### src/rtl/rtc_pkg.sv
package rtc_pkg;
  localparam int RTC_AW  = 3;
  localparam int EVT_ALM = 0;
  localparam int EVT_INC = 1;
  localparam int NUM_EVT = 2;

  typedef enum logic [RTC_AW-1:0] {
    REG_PERIOD = 3'd0,
    REG_ALARM  = 3'd1,
    REG_COUNT  = 3'd2,
    REG_FLAGS  = 3'd3,
    REG_ENABLE = 3'd4
  } rtc_reg_e;
endpackage

### src/rtl/rtc_prescaler.sv
module rtc_prescaler #(
  parameter int PRE_W = 16
) (
  input  logic             clk,
  input  logic             rst_n,
  input  logic             tick,
  input  logic             clr,
  input  logic [PRE_W-1:0] period,
  output logic             step
);
  logic [PRE_W-1:0] pre_q, pre_d;
  logic [PRE_W-1:0] last_val;

  // period 0 wraps to all ones, i.e. 2**PRE_W pulses per step
  assign last_val = period - 1'b1;

  always_comb begin
    pre_d = pre_q;
    step  = 1'b0;
    if (clr) begin
      pre_d = '0;
    end else if (tick) begin
      if (pre_q == last_val) begin
        pre_d = '0;
        step  = 1'b1;
      end else begin
        pre_d = pre_q + 1'b1;
      end
    end
  end

  always_ff @(posedge clk or negedge rst_n) begin
    if (!rst_n) pre_q <= '0;
    else        pre_q <= pre_d;
  end
endmodule

### src/rtl/rtc_counter.sv
module rtc_counter
  import rtc_pkg::*;
#(
  parameter int CNT_W = 20
) (
  input  logic               clk,
  input  logic               rst_n,
  input  logic               step,
  input  logic               clr,
  input  logic [CNT_W-1:0]   alarm,
  output logic [CNT_W-1:0]   cnt,
  output logic [NUM_EVT-1:0] evt
);
  logic [CNT_W-1:0] cnt_q, cnt_d, cnt_inc;

  assign cnt_inc = cnt_q + 1'b1;

  always_comb begin
    cnt_d = cnt_q;
    if (clr)       cnt_d = '0;
    else if (step) cnt_d = cnt_inc;
  end

  always_comb begin
    evt          = '0;
    evt[EVT_INC] = step && !clr;
    evt[EVT_ALM] = step && !clr && (cnt_inc == alarm);
  end

  always_ff @(posedge clk or negedge rst_n) begin
    if (!rst_n) cnt_q <= '0;
    else        cnt_q <= cnt_d;
  end

  assign cnt = cnt_q;
endmodule

### src/rtl/rtc_regs.sv
module rtc_regs
  import rtc_pkg::*;
#(
  parameter int PRE_W  = 16,
  parameter int CNT_W  = 20,
  parameter int DATA_W = 32
) (
  input  logic               clk,
  input  logic               rst_n,
  input  logic               wr_en,
  input  logic               rd_en,
  input  logic [RTC_AW-1:0]  addr,
  input  logic [DATA_W-1:0]  wdata,
  input  logic [CNT_W-1:0]   cnt,
  input  logic [NUM_EVT-1:0] evt,
  output logic [PRE_W-1:0]   period,
  output logic [CNT_W-1:0]   alarm,
  output logic [NUM_EVT-1:0] sts,
  output logic [NUM_EVT-1:0] msk,
  output logic               mode_wr,
  output logic [DATA_W-1:0]  rdata,
  output logic               irq
);
  localparam int USED_W = (PRE_W > CNT_W) ? PRE_W : CNT_W;

  logic [PRE_W-1:0]   period_q, period_d;
  logic [CNT_W-1:0]   alarm_q, alarm_d;
  logic [NUM_EVT-1:0] sts_q, sts_d;
  logic [NUM_EVT-1:0] msk_q, msk_d;
  logic               wr_alarm, wr_msk, rd_flags;
  logic               unused_wdata;

  assign unused_wdata = ^wdata[DATA_W-1:USED_W];

  assign mode_wr  = wr_en && (addr == REG_PERIOD);
  assign wr_alarm = wr_en && (addr == REG_ALARM);
  assign wr_msk   = wr_en && (addr == REG_ENABLE);
  assign rd_flags = rd_en && (addr == REG_FLAGS);

  always_comb begin
    period_d = mode_wr  ? wdata[PRE_W-1:0]   : period_q;
    alarm_d  = wr_alarm ? wdata[CNT_W-1:0]   : alarm_q;
    msk_d    = wr_msk   ? wdata[NUM_EVT-1:0] : msk_q;
  end

  // each flag: new event wins over a clearing read
  for (genvar i = 0; i < NUM_EVT; i++) begin : g_flag
    assign sts_d[i] = evt[i] | (sts_q[i] & ~rd_flags);
  end

  always_ff @(posedge clk or negedge rst_n) begin
    if (!rst_n) begin
      period_q <= '0;
      alarm_q  <= '0;
      sts_q    <= '0;
      msk_q    <= '0;
    end else begin
      period_q <= period_d;
      alarm_q  <= alarm_d;
      sts_q    <= sts_d;
      msk_q    <= msk_d;
    end
  end

  always_comb begin
    rdata = '0;
    case (addr)
      REG_PERIOD: rdata = DATA_W'(period_q);
      REG_ALARM:  rdata = DATA_W'(alarm_q);
      REG_COUNT:  rdata = DATA_W'(cnt);
      REG_FLAGS:  rdata = DATA_W'(sts_q);
      REG_ENABLE: rdata = DATA_W'(msk_q);
      default:    rdata = '0;
    endcase
  end

  assign irq    = |(sts_q & msk_q);
  assign period = period_q;
  assign alarm  = alarm_q;
  assign sts    = sts_q;
  assign msk    = msk_q;
endmodule

### src/rtl/rtc_alarm_timer.sv
module rtc_alarm_timer
  import rtc_pkg::*;
#(
  parameter int PRE_W  = 16,
  parameter int CNT_W  = 20,
  parameter int DATA_W = 32
) (
  input  logic              clk,
  input  logic              rst_n,
  input  logic              tick_i,
  input  logic              wr_en,
  input  logic              rd_en,
  input  logic [RTC_AW-1:0] addr,
  input  logic [DATA_W-1:0] wdata,
  output logic [DATA_W-1:0] rdata,
  output logic              irq_o
);
  logic [1:0]         rst_sync_q;
  logic               rst_core_n;
  logic [PRE_W-1:0]   period;
  logic [CNT_W-1:0]   alarm;
  logic [CNT_W-1:0]   rt_cnt;
  logic [NUM_EVT-1:0] evt;
  logic [NUM_EVT-1:0] sts_q;
  logic [NUM_EVT-1:0] msk_q;
  logic               mode_wr;
  logic               step;

  always_ff @(posedge clk or negedge rst_n) begin
    if (!rst_n) rst_sync_q <= '0;
    else        rst_sync_q <= {rst_sync_q[0], 1'b1};
  end
  assign rst_core_n = rst_sync_q[1];

  rtc_prescaler #(.PRE_W(PRE_W)) u_pre (
    .clk    (clk),
    .rst_n  (rst_core_n),
    .tick   (tick_i),
    .clr    (mode_wr),
    .period (period),
    .step   (step)
  );

  rtc_counter #(.CNT_W(CNT_W)) u_cnt (
    .clk   (clk),
    .rst_n (rst_core_n),
    .step  (step),
    .clr   (mode_wr),
    .alarm (alarm),
    .cnt   (rt_cnt),
    .evt   (evt)
  );

  rtc_regs #(.PRE_W(PRE_W), .CNT_W(CNT_W), .DATA_W(DATA_W)) u_regs (
    .clk     (clk),
    .rst_n   (rst_core_n),
    .wr_en   (wr_en),
    .rd_en   (rd_en),
    .addr    (addr),
    .wdata   (wdata),
    .cnt     (rt_cnt),
    .evt     (evt),
    .period  (period),
    .alarm   (alarm),
    .sts     (sts_q),
    .msk     (msk_q),
    .mode_wr (mode_wr),
    .rdata   (rdata),
    .irq     (irq_o)
  );
endmodule

### config.mk
export PLATFORM = sky130hd
export DESIGN_NAME = rtc_alarm_timer
export DESIGN_NICKNAME = d
export VERILOG_FILES = /design/src/rtl/rtc_pkg.sv /design/src/rtl/rtc_prescaler.sv /design/src/rtl/rtc_counter.sv /design/src/rtl/rtc_regs.sv /design/src/rtl/rtc_alarm_timer.sv
export SDC_FILE = /design/constraint.sdc
export NUM_CORES = 1
export LEC_CHECK = 0
export CELL_PAD_IN_SITES_DETAIL_PLACEMENT = 1
export CELL_PAD_IN_SITES_GLOBAL_PLACEMENT = 1
export CORE_AREA = 3 3 131 121
export CTS_BUF_LIST = sky130_fd_sc_hd__clkbuf_4
export CTS_CLUSTER_DIAMETER = 50
export DETAILED_ROUTE_END_ITERATION = 12
export DIE_AREA = 0 0 134 124
export DONT_BUFFER_PORTS = 1
export MAX_ROUTING_LAYER = met4
export PLACE_DENSITY = 0.69
export SLEW_MARGIN = 25
export SYNTH_ARGS = -nofsm -noshare
export SYNTH_HDL_FRONTEND = slang
export SYNTH_SLANG_ARGS = --single-unit
export TNS_END_PERCENT = 100
### constraint.sdc
create_clock -name clk -period 3.68 [get_ports clk]
set_input_delay 0 -clock clk [delete_from_list [all_inputs] [get_ports clk]]
set_output_delay 0 -clock clk [all_outputs]
set_load 0.05 [all_outputs]
* Word-level counts from Yosys, hierarchy flattened *
Index checks and enable logic that the tools add are counted.

word-level totals
  flip-flop bits (word level) = 78
  output and inout bits = 33
  word-level logic and storage cells = 42

cells by class
  add/sub/neg operators = 3
  eq/ne operators = 6
  multiplexer cells = 9
  bitwise operators = 6
  reduce and logical (&&, ||, !) cells = 11

operators with widths
  kind                     number
  $pmux W20 S5             1
  $mux W16                 3
  $mux W20                 2
  $add A20 B1 Y20 const B  1
  $eq A20 B20 Y1           1
  $add A16 B1 Y16 const B  1
  $eq A16 B16 Y1           1
  $sub A16 B1 Y16 const B  1
  $eq A3 B2 Y1 const B     2
  $logic_and A1 B1 Y1      6
  $reduce_bool A2 Y1       2
  $eq A3 B1 Y1 const B     1
  $eq A3 B3 Y1 const B     1
  $logic_not A3 Y1         1
  $mux W1                  3
  $and A1 B1 Y1            2
  $and A2 B2 Y2            1
  $or A1 B1 Y1             2
  $reduce_or A2 Y1         1
  $logic_not A1 Y1         1
  $not A1 Y1               1

* Logic depth before layout (Yosys ltp) *
Gate-level depths: netlist of run 1.

  depth in word-level cells = 8
  depth in mapped cells = 10
  mapped depth without buffers = 9

* Hierarchy *
Synthesis of run 1 repeated with hierarchy kept, for this count alone.

unflattened totals
  cell total of the unflattened synthesis = 607
  area, all modules = 5671.7 um2

by module, submodules not included
  module           instances  cells each  area an instance (um2)  sequential area each (um2)
  rtc_regs         1          189         2165.8                  1001.0
  rtc_prescaler    1          222         1785.5                  400.4
  rtc_counter      1          193         1666.6                  500.5
  rtc_alarm_timer  1          3           53.8                    50.0

* Worst setup path after synthesis of run 1 *
Ideal clock, no wire load.

  path type = register to register
  start = reg u_regs.period_q[0], in the netlist u_regs.period[0]
  end = reg u_cnt.cnt_q[2], in the netlist u_cnt.cnt[2]
  arrival time = 2.684 ns
  required time = 3.553 ns
  path slack = 0.869 ns
  stages on the path, launching flop included = 11
  path buffers = 1
  period minus slack after synthesis = 2.811 ns
  path through = dfrtp_1 > inv_1 > ha_1 > or4b_1 > nor4_1 > nor2_1 > a221o_1 > a22oi_1 > buf_2 > nand4_1 > mux2_1

between the ends
  word-level cells in the longest chain between the ends = 6

ends and longest elaborated chain
  what                          RTL line             text
  start: declaration            rtc_regs.sv:26       logic [PRE_W-1:0] period_q, period_d;
  start signal: assignment      rtc_regs.sv:58       period_q <= period_d;
  $sub A16 B1 Y16               rtc_prescaler.sv:15  assign last_val = period - 1'b1;
  $eq A16 B16 Y1                rtc_prescaler.sv:23  if (pre_q == last_val) begin
  $mux W1                       rtc_prescaler.sv:23
  $mux W1                       rtc_prescaler.sv:22  end else if (tick) begin
  $mux W1                       rtc_prescaler.sv:20  if (clr) begin
  $reduce_bool A2 Y1 (no line)  n/a
  end signal: assignment        rtc_counter.sv:32    else cnt_q <= cnt_d;
  end: declaration              rtc_counter.sv:14    logic [CNT_W-1:0] cnt_q, cnt_d, cnt_inc;

No other way between the ends.
A chain may end at the register's enable or synchronous reset.

* Final worst setup path of run 1 *
  start = reg u_regs.period_q[0], in the netlist u_regs.period[0]
  end = reg u_cnt.cnt_q[9], in the netlist u_cnt.cnt[9]

Same word-level chain as after synthesis.

==> reports/summary.log, run 1 <==
qor: hold_path.min_path_cells 3
qor: drt.detail_route.wirelength 16800 µm
qor: finish.final_net_count 689
qor: die.fp.dieW 134 µm
qor: critical_path.path_delay_family simple AND/OR/NAND/NOR gates
qor: drt.detail_route.vias_per_cell 5.70
qor: power.switching_power_share_of_the_total 35.7%
qor: critical_path.reg2reg_depth 11
qor: placed_design.detailed_place.area 5560 µm²
qor: run_status.outcome finished, final reports clean
qor: power.power_leakage 2.66 nW
qor: power.max-vdd-ir-drop 0.000220 V
qor: placed_design.dp.final_hpwl 11500 µm
qor: power.internal_power 0.00168 W
qor: clock_network.cts.path.max_buffers 2
qor: yosys.seq_area_frac_synth 35.4%
qor: finish.drive_gt1_share 13.1%
qor: sta.worstMarginPinSlew 0.993 ns
qor: power.power_per_cell_area 425 nW/µm²
qor: sta.relSlewSlack 33.4%
qor: finish.area_growth 11.7%
qor: clock_network.numClockSinks 78
qor: global_routing.grt_use_total 20.8%
qor: yosys.yosysUniqueCellTypes 62
qor: power.total_switching_power 0.000935 W
qor: die.initial_utilization 37.9%
qor: yosys.yosysTopAreaCell dfrtp_1
qor: critical_path.worst-path-stages 11
qor: clock_network.clkSlewWorstSetupHoldPaths 0.15 ns
qor: die.die-height 124 µm
qor: sta.fmax 0.289 GHz
qor: critical_path.maximum_single_stage_delay_on_the_critical_path 0.58 ns
qor: drt.drcViolationCount 0
qor: sta.setup_ws 0.219 ns
qor: yosys.ys_async_sr_fraction 100%
qor: job.drv_cap 0
qor: yosys.ys.flop_type dfrtp_1
qor: critical_path.worstPathMaxFanout 11
qor: sta.report.final.setup_viol 0
qor: clock_network.tritoncts yes
qor: clock_network.cts-htree-levels 3
qor: global_routing.grt_max_degree 77
qor: die.floorplan.die_area 16600 µm²
qor: yosys.yosys_warnings 0
qor: yosys.post_synth_inst_count 648
qor: drt.wire_per_inst 19.7 µm
qor: yosys.syn-mean-instance-area 8.51 µm²
qor: critical_path.worst-endpoint-required 4.06 ns
qor: die.row_count 42
qor: placed_design.i_o_buffers 0
qor: power.power.share.sequential 43.6%
qor: power.p_comb_share 27.5%
qor: global_routing.grt_pass1_wl 26800 µm
qor: sta.rsz0062_at_grt no
qor: critical_path.crit_chain inv_1 -> ha_2 -> or4b_4 -> nor4_1 -> nor2_1 -> a221o_1 -> a22oi_1 -> buf_4 -> nand4_1 -> dlygate4sd3_1 -> mux2i_1
qor: critical_path.criticalPathCategory reg -> reg
qor: critical_path.buf_inv_on_cp 3
qor: finish.final_cell_area 6160 µm²
qor: yosys.yosys.area.top_type_share 35.4%
qor: power.share_clk_of_total_power 28.9%
qor: clock_network.cts-buffers-inserted 9
qor: sta.final.setup.tns 0 ns
qor: critical_path.cp-start-kind flop
qor: global_routing.gr-total-overflow 0
qor: sta.timing.final.crit_share 94.0%
qor: sta.maxSlewViolCount 0
qor: sta.timing_hold_violations_final 0
qor: yosys.cell_area_synth 5520 µm²
qor: drt.dr.pass1.iters 4
qor: critical_path.crit_arrival 3.84 ns
qor: die.coreArea 14600 µm²
qor: critical_path.setup.worst_path.end_class flop
qor: placed_design.pre_cts_ws 0.252 ns
qor: drt.drt_iter0_markers 320
qor: clock_network.worst_skew_pair.late_latency 0.47 ns
qor: die.io_pins 73
qor: drt.detailroute.via_count 4852
qor: yosys.synth.top_cells.by_area dfrtp_1, mux2i_1, xnor2_1, nand2_1, mux2_2
qor: yosys.synth_enable_flop_cells 0
qor: sta.final.min_clock_period 3.46 ns
qor: clock_network.clock-root-buffer clkbuf_4
qor: drt.antenna_left 0
qor: yosys.synth.ff_latch_count 78
qor: global_routing.grt_pass1_vias 4942
qor: global_routing.number_of_antenna_violations_at_the_first_check_in_global_routing 2
qor: hold_path.hold_class in -> reg
qor: placed_design.finalWeightedCongestion 0.869
qor: critical_path.slowest_stage dlygate4sd3_1
qor: sta.fin_skew 0.0196 ns
[worst paths after layout]
path	from	endpoint	slack [ns]
max	u_regs.period[0]	u_cnt.cnt[9]	0.22
min	addr[1]	u_regs.msk[1]	0.03
max reg2reg	u_regs.period[0]	u_cnt.cnt[9]	0.22
min reg2reg	rst_sync_q[1]	u_regs.alarm[15]	0.24
max in group asynchronous	rst_sync_q[1]	u_regs.msk[0]	2.81
min in group asynchronous	rst_sync_q[1]	u_regs.alarm[15]	0.24
[Yosys cell counts, types with 9 or more instances]
master    instances
o21ai_0          31
buf_4            13
dfrtp_1          78
nand2_1          79
nand4_1          29
a21oi_1          18
clkbuf_1         45
inv_1             9
nor2_1           51
nor3_1           21
or2_2            17
mux2_2           22
nand3_1          24
mux2i_1          39
xor2_1           10
xnor2_1          35
and3_1           26
[logic make-up (layout without fill, tap and decap cells)]
kind of cell             count (synthesis)  in the layout  share of synthesized area (%)
other                                    2             15                          0.136
AO/OA/AOI/OAI                           84             84                           9.85
XOR/XNOR                                45             45                           7.15
multiplexers                            64             64                           12.4
AND/OR/NAND/NOR                        296            296                           28.0
flip-flops                              78             78                           35.4
adder cells (fa/ha/maj)                  3              3                          0.681
buffers and inverters                   76             68                           6.44
[state kept, by name, indices dropped and copies added, names as in the netlist]
register and cells:
u_cnt.cnt 20, u_regs.alarm 20, u_pre.pre_q 16, u_regs.period 16
rst_sync_q 2, u_regs.msk 2, u_regs.sts 2
[cell usage in the layout, fill, tap and decap left out, types with 5 or more instances in the layout]
| cell type | Yosys | routed |
|---|---|---|
| nor3_1 | 21 | 20 |
| nand4_1 | 29 | 29 |
| and2_1 | 5 | 5 |
| and3_1 | 26 | 26 |
| nand2_1 | 79 | 79 |
| mux2i_1 | 39 | 39 |
| nor4_1 | 8 | 8 |
| conb_1 | 2 | 13 |
| buf_4 | 13 | 11 |
| a21oi_1 | 18 | 18 |
| or3_1 | 8 | 8 |
| dfrtp_1 | 78 | 77 |
| xor2_1 | 10 | 10 |
| xnor2_1 | 35 | 35 |
| nor2_1 | 51 | 51 |
| or4_1 | 5 | 5 |
| o21ai_0 | 31 | 30 |
| clkbuf_4 | 0 | 10 |
| or2_2 | 17 | 17 |
| nand3_1 | 24 | 24 |
| a22oi_1 | 5 | 5 |
| nand3b_1 | 6 | 6 |
| mux2_2 | 22 | 22 |
| inv_1 | 9 | 9 |
| dlygate4sd3_1 | 0 | 30 |
[worst min-delay path: stages]
cell and delay [ns]:
nor2_1 0.04, and3_1 0.20, mux2_2 0.22
[power groups by stage]
stage               Combinational (W)  Sequential [W]  Clock [W]
floorplan                    0.000608         0.00107          0
global placement             0.000622         0.00115          0
detailed placement           0.000642         0.00117          0
CTS                          0.000687         0.00115   0.000778
global route                 0.000788         0.00116   0.000811
finish                       0.000721         0.00114   0.000757
[layer usage]
| layer | vias up | share of wire, % | track usage [%] |
|---|---|---|---|
| met4 | 0 | 1.6 | 5.27 |
| met5 | - | 0 | - |
| met3 | 18 | 6.2 | 3.96 |
| met2 | 128 | 46 | 32.1 |
| met1 | 2446 | 46 | 28.6 |
| li1 | 2260 | - | - |
[stage by stage]
stage / utilization (%) / total power [W] / std cells / hold slack, ns
final: 42.3 / 0.00262 / 851 / 0.0285
after global routing: 42.3 / 0.00276 / 851 / 0.0292
after CTS: 41.9 / 0.00261 / 845 / 0.000238
after detailed placement: 38.2 / 0.00181 / 798 / -0.296
after global placement: 38.2 / 0.00178 / 798 / -0.296
after floorplan: - / 0.00167 / 659 / -0.296
[repair_timing]
item                                   in CTS  in global routing
setup buffers                               0                  3
setup endpoints to repair                   0                 12
hold buffers                               31                  0
endpoints found under the hold margin      78                  0
resized for setup                           0                  3
[layout make-up]
| type | instances | area [µm²] |
|---|---|---|
| tap | 198 | 248 |
| fill | 1742 | 8390 |
| multi-input combinational | 505 | 3280 |
| clock buffer | 10 | 75.1 |
| inverter | 9 | 33.8 |
| clock inverter | 6 | 134 |
| antenna | 2 | 5.00 |
| sequential | 78 | 1960 |
| timing repair buffer | 43 | 430 |
Power figures use the tool's default switching activity.
==> run 2: changes to the inputs <==
- MAX_ROUTING_LAYER: met4 -> not set
==> run 2 against run 1 <==
Power shrank 0.17%. Highest routed layer is now met5. Core utilization is essentially flat. First-iteration DRC count shrank 7.5%. Cell area is essentially flat.
==> reports/summary.log, run 2 (same netlist as run 1, synthesis figures left out) <==
qor: critical_path.r2r_start u_regs.period[0]
qor: drt.wire_per_inst 19.7 µm [about the same]
qor: sta.rsz0062_at_grt no
qor: critical_path.maximum_single_stage_delay_on_the_critical_path 0.58 ns [about the same]
qor: global_routing.grt_max_degree 77 [unchanged]
qor: global_routing.grt_pass1_vias 4941 [-0.020%]
qor: finish.mostFrequentLayoutCell nand2_1
qor: finish.core_util_final 42.3% [about the same]
qor: critical_path.criticalPathCategory reg -> reg
qor: power.power_leakage 2.66 nW [about the same]
qor: critical_path.setup.worst_path.end_class flop
qor: critical_path.path_delay_family simple AND/OR/NAND/NOR gates
qor: finish.drive_gt1_share 13.1% [unchanged]
qor: critical_path.cp-start-kind flop
qor: critical_path.startpoint u_regs.period[0]
qor: global_routing.number_of_antenna_violations_at_the_first_check_in_global_routing 2 [unchanged]
qor: global_routing.grt_pass1_wl 26800 µm [about the same]
qor: critical_path.worstPathMaxFanout 11 [unchanged]
qor: critical_path.slowest_stage dlygate4sd3_1
qor: global_routing.gr-total-overflow 0 [unchanged]
qor: run_status.outcome finished, final reports clean
qor: critical_path.crit_chain inv_1 -> ha_2 -> or4b_4 -> nor4_1 -> nor2_1 -> a221o_1 -> a22oi_1 -> buf_4 -> nand4_1 -> dlygate4sd3_1 -> mux2i_1
qor: power.switching_power_share_of_the_total 35.6% [-0.12 points]
qor: sta.worstMarginPinSlew 0.993 ns [-0.0000406 ns]
qor: die.floorplan.die_area 16600 µm² [unchanged]
qor: placed_design.finalWeightedCongestion 0.855 [-1.6%]
qor: sta.fin_skew 0.0170 ns [-0.00258 ns]
qor: placed_design.i_o_buffers 0 [unchanged]
qor: finish.area_growth 11.7% [about the same]
qor: clock_network.clkSlewWorstSetupHoldPaths 0.15 ns [about the same]
qor: finish.final_net_count 689 [unchanged]
qor: finish.area.sequential 1960 µm² [unchanged]
qor: clock_network.tritoncts yes
qor: sta.final.setup.tns 0 ns [unchanged]
qor: power.total_switching_power 0.000930 W [-0.52%]
qor: die.initial_utilization 37.9% [unchanged]
qor: drt.detailroute.via_count 4900 [+0.99%]
qor: drt.detail_route.wirelength 16800 µm [about the same]
qor: clock_network.cts.path.max_buffers 2 [unchanged]
qor: power.share_clk_of_total_power 28.8% [about the same]
qor: die.die-height 124 µm [unchanged]
qor: critical_path.crit_arrival 3.86 ns [+0.02 ns]
qor: finish.fill_cells 1743 [+0.057%]
qor: sta.relSlewSlack 33.4% [about the same]
qor: drt.antenna_left 0 [unchanged]
qor: clock_network.cts-buffers-inserted 9 [unchanged]
qor: die.io_pins 73 [unchanged]
qor: power.power_per_cell_area 424 nW/µm² [-0.13%]
qor: critical_path.buf_inv_on_cp 3 [unchanged]
qor: sta.report.final.setup_viol 0 [unchanged]
qor: finish.layout.cells.most_common_list nand2_1, dfrtp_1, nor2_1
qor: clock_network.cts-htree-levels 3 [unchanged]
qor: drt.detail_route.vias_per_cell 5.76 [+1.1%]
qor: power.max-vdd-ir-drop 0.000222 V [+0.73%]
qor: critical_path.worstReg2RegEnd u_cnt.cnt[9]
qor: hold_path.hold_class in -> reg
qor: placed_design.dp.final_hpwl 11500 µm [unchanged]
qor: critical_path.worst-endpoint-required 4.04 ns [-0.02 ns]
qor: finish.multi_input_area 3280 µm² [unchanged]
qor: drt.dr.pass1.iters 5 [+1]
qor: power.power.share.sequential 43.7% [about the same]
qor: sta.fmax 0.286 GHz [-1.1%]
qor: die.coreArea 14600 µm² [unchanged]
qor: critical_path.rrSetupSlack 0.18 ns [-0.04 ns]
qor: die.row_count 42 [unchanged]
qor: job.drv_cap 0 [unchanged]
qor: critical_path.worst_setup_path_endpoint u_cnt.cnt[9]
qor: critical_path.worst-path-stages 11 [unchanged]
qor: global_routing.grt_use_total 20.3% [-0.55 points]
qor: die.fp.dieW 134 µm [unchanged]
qor: sta.final.min_clock_period 3.50 ns [+0.0391 ns]
qor: power.p_comb_share 27.5% [about the same]
qor: clock_network.numClockSinks 78 [unchanged]
qor: critical_path.reg2reg_depth 11 [unchanged]
qor: sta.timing_hold_violations_final 0 [unchanged]
qor: drt.drcViolationCount 0 [unchanged]
qor: sta.timing.final.crit_share 95.1% [+1.1 points]
qor: clock_network.worst_skew_pair.late_latency 0.45 ns [-0.02 ns]
qor: clock_network.clock-root-buffer clkbuf_4
qor: power.internal_power 0.00168 W [about the same]
qor: sta.maxSlewViolCount 0 [unchanged]
qor: drt.drt_iter0_markers 296 [-7.5%]
==> run 2: power groups by stage <==
stage | Combinational, W | Clock, W | Sequential, W
after floorplan | 0.000608 | 0 | 0.00107
after global placement | 0.000622 | 0 | 0.00115
after detailed placement | 0.000642 | 0 | 0.00117
after CTS | 0.000687 | 0.000778 | 0.00115
after global routing | 0.000788 | 0.000812 | 0.00116
final | 0.000720 | 0.000752 | 0.00114
==> run 2: area by class of cell <==
cell class / instances / share of cell area, %
clock buffers: 10 / 1.22
inverters: 9 / 0.548
flip-flops and latches: 78 / 31.7
well taps: 198 / 4.02
repair buffers: 43 / 6.99
clock inverters: 6 / 2.17
diodes: 1 / 0.0406
multi-input cells: 505 / 53.3
==> run 2: tightest hold or removal path, stage by stage <==
cell,delay [ns]
nor2_1,0.03
and3_1,0.20
mux2_2,0.22
==> run 2: worst min path at each step <==
stage | start | endpoint | slack (ns) | cells after the start
5_1_grt | addr[0] | u_regs.period[9] | 0.02 | 4
6_report | addr[1] | u_regs.msk[1] | 0.04 | 3
4_1_cts | addr[2] | u_regs.period[4] | 0.0002 | 4
3_3_place_gp | rst_n | rst_sync_q[0] | -0.30 | 0
2_1_floorplan | rst_n | rst_sync_q[0] | -0.30 | 0
3_5_place_dp | rst_n | rst_sync_q[0] | -0.30 | 0
==> run 2: metrics by stage <==
stage,area (µm²),std cells,worst slack [ns],hold WS (ns),total power [W]
floorplan,5560,659,0.869,-0.296,0.00167
global placement,5560,798,0.420,-0.296,0.00178
detailed placement,5560,798,0.252,-0.296,0.00181
CTS,6090,845,0.0574,0.000238,0.00261
global route,6160,850,0.0391,0.0223,0.00276
finish,6160,850,0.180,0.0367,0.00261
==> run 2: repair_timing <==
| action | 4_1_cts | 5_1_grt |
|---|---|---|
| resized for setup | 0 | 3 |
| setup buffers | 0 | 3 |
| hold endpoints to repair | 78 | 0 |
| hold buffers | 31 | 0 |
| setup endpoints to repair | 0 | 12 |
==> run 2: routing by layer <==
metal	vias to the layer above	part of all wire, %	wire (µm)	track usage [%]
met3	24	5.2	877	4.20
li1	2260	-	-	-
met5	-	0.077	13	0
met1	2473	48	7990	28.5
met2	141	45	7600	32.1
met4	2	1.7	286	5.27
==> run 3: changes to the inputs <==
- ABC_AREA: not set -> 1
- CORE_AREA: 3 3 131 121 -> 3 3 114 105
- DIE_AREA: 0 0 134 124 -> 0 0 117 108
- PLACE_DENSITY: 0.69 -> 0.91
==> run 3 against run 2 <==
Critical path depth up 3. Clock power down 17%. Setup slack better by 0.33 ns. Final cell count up 11%. Flip-flop and latch count unchanged. Synthesized cell count up 20%. Register-to-register slack better by 0.33 ns. Global-route usage up 11 points. Synthesized area up 1.0%. Core utilization up 15 points. Die area down 24%.
==> reports/summary.log, run 3 <==
qor: placed_design.finalWeightedCongestion 0.922 [+7.8%]
qor: critical_path.worstPathMaxFanout 23 [+12]
qor: sta.timing.final.crit_share 86.0% [-9.1 points]
qor: sta.final.min_clock_period 3.17 ns [-0.333 ns]
qor: sta.fin_skew 0.0238 ns [+0.00678 ns]
qor: critical_path.criticalPathCategory reg -> reg
qor: drt.detailroute.via_count 5530 [+13%]
qor: yosys.synth.top_cells.by_area dfrtp_1, nand2_1, inv_1, nand3_1, o21ai_0
qor: yosys.syn-mean-instance-area 7.14 µm² [-16%]
qor: drt.wire_per_inst 20.4 µm [+3.6%]
qor: power.power_leakage 2.99 nW [+12%]
qor: power.p_comb_share 35.2% [+7.7 points]
qor: clock_network.cts-buffers-inserted 9 [unchanged]
qor: power.power.share.sequential 41.7% [-2.0 points]
qor: yosys.yosys_warnings 0 [unchanged]
qor: yosys.ys_async_sr_fraction 100% [unchanged]
qor: clock_network.numClockSinks 78 [unchanged]
qor: finish.drive_gt1_share 8.65% [-4.4 points]
qor: drt.drt_iter0_markers 419 [+42%]
qor: sta.worstMarginPinSlew 1.13 ns [+0.134 ns]
qor: finish.mostFrequentLayoutCell nand2_1
qor: yosys.yosys.area.top_type_share 35.0% [-0.35 points]
qor: critical_path.crit_chain inv_1 -> ha_1 -> nand3_4 -> nor2_2 -> nand2_1 -> nand3_1 -> nand2_1 -> nor2_1 -> nand2_1 -> nor2_2 -> nand3_2 -> nand2_1 -> nand2_1 -> nand2_1
qor: hold_path.hold_class in -> reg
qor: critical_path.setup.worst_path.end_class flop
qor: job.drv_cap 0 [unchanged]
qor: drt.antenna_left 0 [unchanged]
qor: power.switching_power_share_of_the_total 41.4% [+5.8 points]
qor: critical_path.critical_path.most_common_cell nand2_1
qor: power.power_per_cell_area 437 nW/µm² [+3.1%]
qor: critical_path.cp-start-kind flop
qor: yosys.synth.cells.most_frequent nand2_1, inv_1, dfrtp_1, nand3_1, nor2_1
qor: sta.final.setup.tns 0 ns [unchanged]
qor: clock_network.postCtsResizedCells 0 [unchanged]
qor: placed_design.place.detailed.instances 894 [+12%]
qor: critical_path.worst-endpoint-required 4.09 ns [+0.05 ns]
qor: global_routing.grt_use_total 31.5% [+11 points]
qor: finish.insertedDiodeCount 0 [-1]
qor: placed_design.i_o_buffers 0 [unchanged]
qor: critical_path.crit_arrival 3.58 ns [-0.28 ns]
qor: global_routing.grt_pass1_vias 5895 [+19%]
qor: global_routing.number_of_antenna_violations_at_the_first_check_in_global_routing 0 [-2]
qor: die.row_count 36 [-14%]
qor: die.die-height 108 µm [-13%]
qor: critical_path.slowest_stage nand3_2
qor: clock_network.clock-root-buffer clkbuf_4
qor: yosys.cell_area_synth 5570 µm² [+1.0%]
qor: finish.layout.cells.most_common_list nand2_1, inv_1, dfrtp_1
qor: global_routing.grt_pass1_wl 30400 µm [+13%]
qor: sta.relSlewSlack 26.2% [-7.2 points]
qor: power.total_switching_power 0.00112 W [+20%]
qor: yosys.seq_area_frac_synth 35.0% [-0.35 points]
qor: power.internal_power 0.00158 W [-6.4%]
qor: placed_design.detailed_place.area 5640 µm² [+1.4%]
qor: clock_network.cts.hold.buffers_added 30 [-3.2%]
qor: global_routing.grt_max_degree 77 [unchanged]
qor: power.max-vdd-ir-drop 0.000287 V [+29%]
qor: sta.rsz0062_at_grt no
qor: die.fp.dieW 117 µm [-13%]
qor: yosys.synth_enable_flop_cells 0 [unchanged]
qor: yosys.synth.ff_latch_count 78 [unchanged]
qor: clock_network.cts.path.max_buffers 2 [unchanged]
qor: yosys.yosysUniqueCellTypes 47 [-24%]
qor: power.power 0.00269 W [+3.0%]
qor: critical_path.rrSetupSlack 0.51 ns [+0.33 ns]
qor: global_routing.gr-total-overflow 0 [unchanged]
qor: sta.maxSlewViolCount 0 [unchanged]
qor: power.share_clk_of_total_power 23.1% [-5.7 points]
qor: yosys.yosysTopAreaCell dfrtp_1
qor: die.initial_utilization 51.5% [+14 points]
qor: die.io_pins 73 [unchanged]
qor: finish.final_net_count 847 [+23%]
qor: drt.detail_route.vias_per_cell 5.87 [+1.8%]
qor: drt.dr.pass1.iters 5 [unchanged]
qor: finish.final_cell_area 6150 µm² [-0.10%]
qor: yosys.ys.flop_type dfrtp_1
qor: critical_path.maximum_single_stage_delay_on_the_critical_path 0.57 ns [about the same]
qor: clock_network.tritoncts yes
qor: clock_network.clkSlewWorstSetupHoldPaths 0.14 ns [about the same]
qor: drt.drcViolationCount 0 [unchanged]
qor: sta.timing_hold_violations_final 0 [unchanged]
qor: finish.area_growth 10.5%
qor: clock_network.worst_skew_pair.late_latency 0.49 ns [+0.04 ns]
qor: die.floorplan.die_area 12600 µm² [-24%]
qor: sta.report.final.setup_viol 0 [unchanged]
qor: yosys.synth.most_common_cell nand2_1
qor: placed_design.dp.final_hpwl 13100 µm [+13%]
qor: clock_network.cts-htree-levels 3 [unchanged]
qor: sta.fmax 0.316 GHz [+11%]
qor: run_status.outcome finished, final reports clean
qor: clock_network.post_cts.repair.setup_buffers 0 [unchanged]
qor: die.coreArea 10800 µm² [-26%]
qor: yosys.post_synth_inst_count 780 [+20%]
qor: finish.final_cell_count_no_fill 942 [+11%]
qor: drt.detail_route.wirelength 19300 µm [+15%]
## run 3: cell types whose count changed after synthesis, sizes merged, moves of 21 or more
cell / delta
nor2: +25
mux2: -23
clkbuf: -33
xnor2: -21
inv: +89
and3: -25
nand2: +155
o21ai: +24
nand3: +47
mux2i: -39
## run 3: metrics by stage
| stage | util [%] | hold slack [ns] | setup WS [ns] |
|---|---|---|---|
| floorplan | - | -0.296 | 1.35 |
| global placement | 51.9 | -0.296 | 0.959 |
| detailed placement | 52.2 | -0.296 | 0.758 |
| CTS | 56.5 | 0.00965 | 0.703 |
| global route | 56.9 | 0.0845 | 0.321 |
| finish | 56.9 | 0.0269 | 0.513 |
## run 3: kinds of logic (layout without fill, tap and decap cells)
family | after synthesis | count (layout) | synth area share, %
AO/OA/AOI/OAI | 89 | 89 | 9.48
XOR/XNOR | 45 | 45 | 8.47
adder cells (fa/ha/maj) | 3 | 3 | 0.674
buffers and inverters | 136 | 154 | 10.8
flip-flops | 78 | 78 | 35.0
multiplexers | 1 | 1 | 0.202
other | 2 | 13 | 0.135
AND/OR/NAND/NOR | 426 | 426 | 35.2
## run 3: critical path: cells and delay by family (launching register included)
kind	cells	cell delay, ns
flops	1	0.42
simple gates	12	2.14
buf+inv	1	0.17
fa+ha+maj	1	0.33
## run 3: routing by layer
metal	up-vias	part of all wire [%]	global-route usage, %
met3	43	5.1	6.72
met2	182	50	53.5
met1	2780	42	39.6
met4	0	2.5	11.3
li1	2525	-	-
met5	-	0	0
## run 3: final timing paths
path | start | endpoint | depth (start not counted)
worst max-delay path | u_regs.period[1] | u_cnt.cnt[11] | 14
worst min-delay path | wr_en | u_pre.pre_q[13] | 5
worst max register to register | u_regs.period[1] | u_cnt.cnt[11] | 14
worst min register to register | rst_sync_q[1] | u_cnt.cnt[17] | 0
max in group asynchronous | rst_sync_q[1] | u_pre.pre_q[11] | 1
min in group asynchronous | rst_sync_q[1] | u_cnt.cnt[17] | 0
## run 3: cell type report
cell class,count,area [µm²]
Fill cell,1414,4660
Multi-Input combinational cell,577,3110
Sequential cell,78,1960
Timing Repair Buffer,39,388
Inverter,99,373
Tap cell,133,166
Clock inverter,6,86.3
Clock buffer,10,75.1
## run 3: power groups by stage
| stage | sequential (W) | clock, W | combinational [W] |
|---|---|---|---|
| 2_1_floorplan | 0.00108 | 0 | 0.000716 |
| 3_3_place_gp | 0.00113 | 0 | 0.000795 |
| 3_5_place_dp | 0.00114 | 0 | 0.000863 |
| 4_1_cts | 0.00112 | 0.000630 | 0.000905 |
| 5_1_grt | 0.00114 | 0.000665 | 0.00104 |
| 6_report | 0.00112 | 0.000622 | 0.000947 |
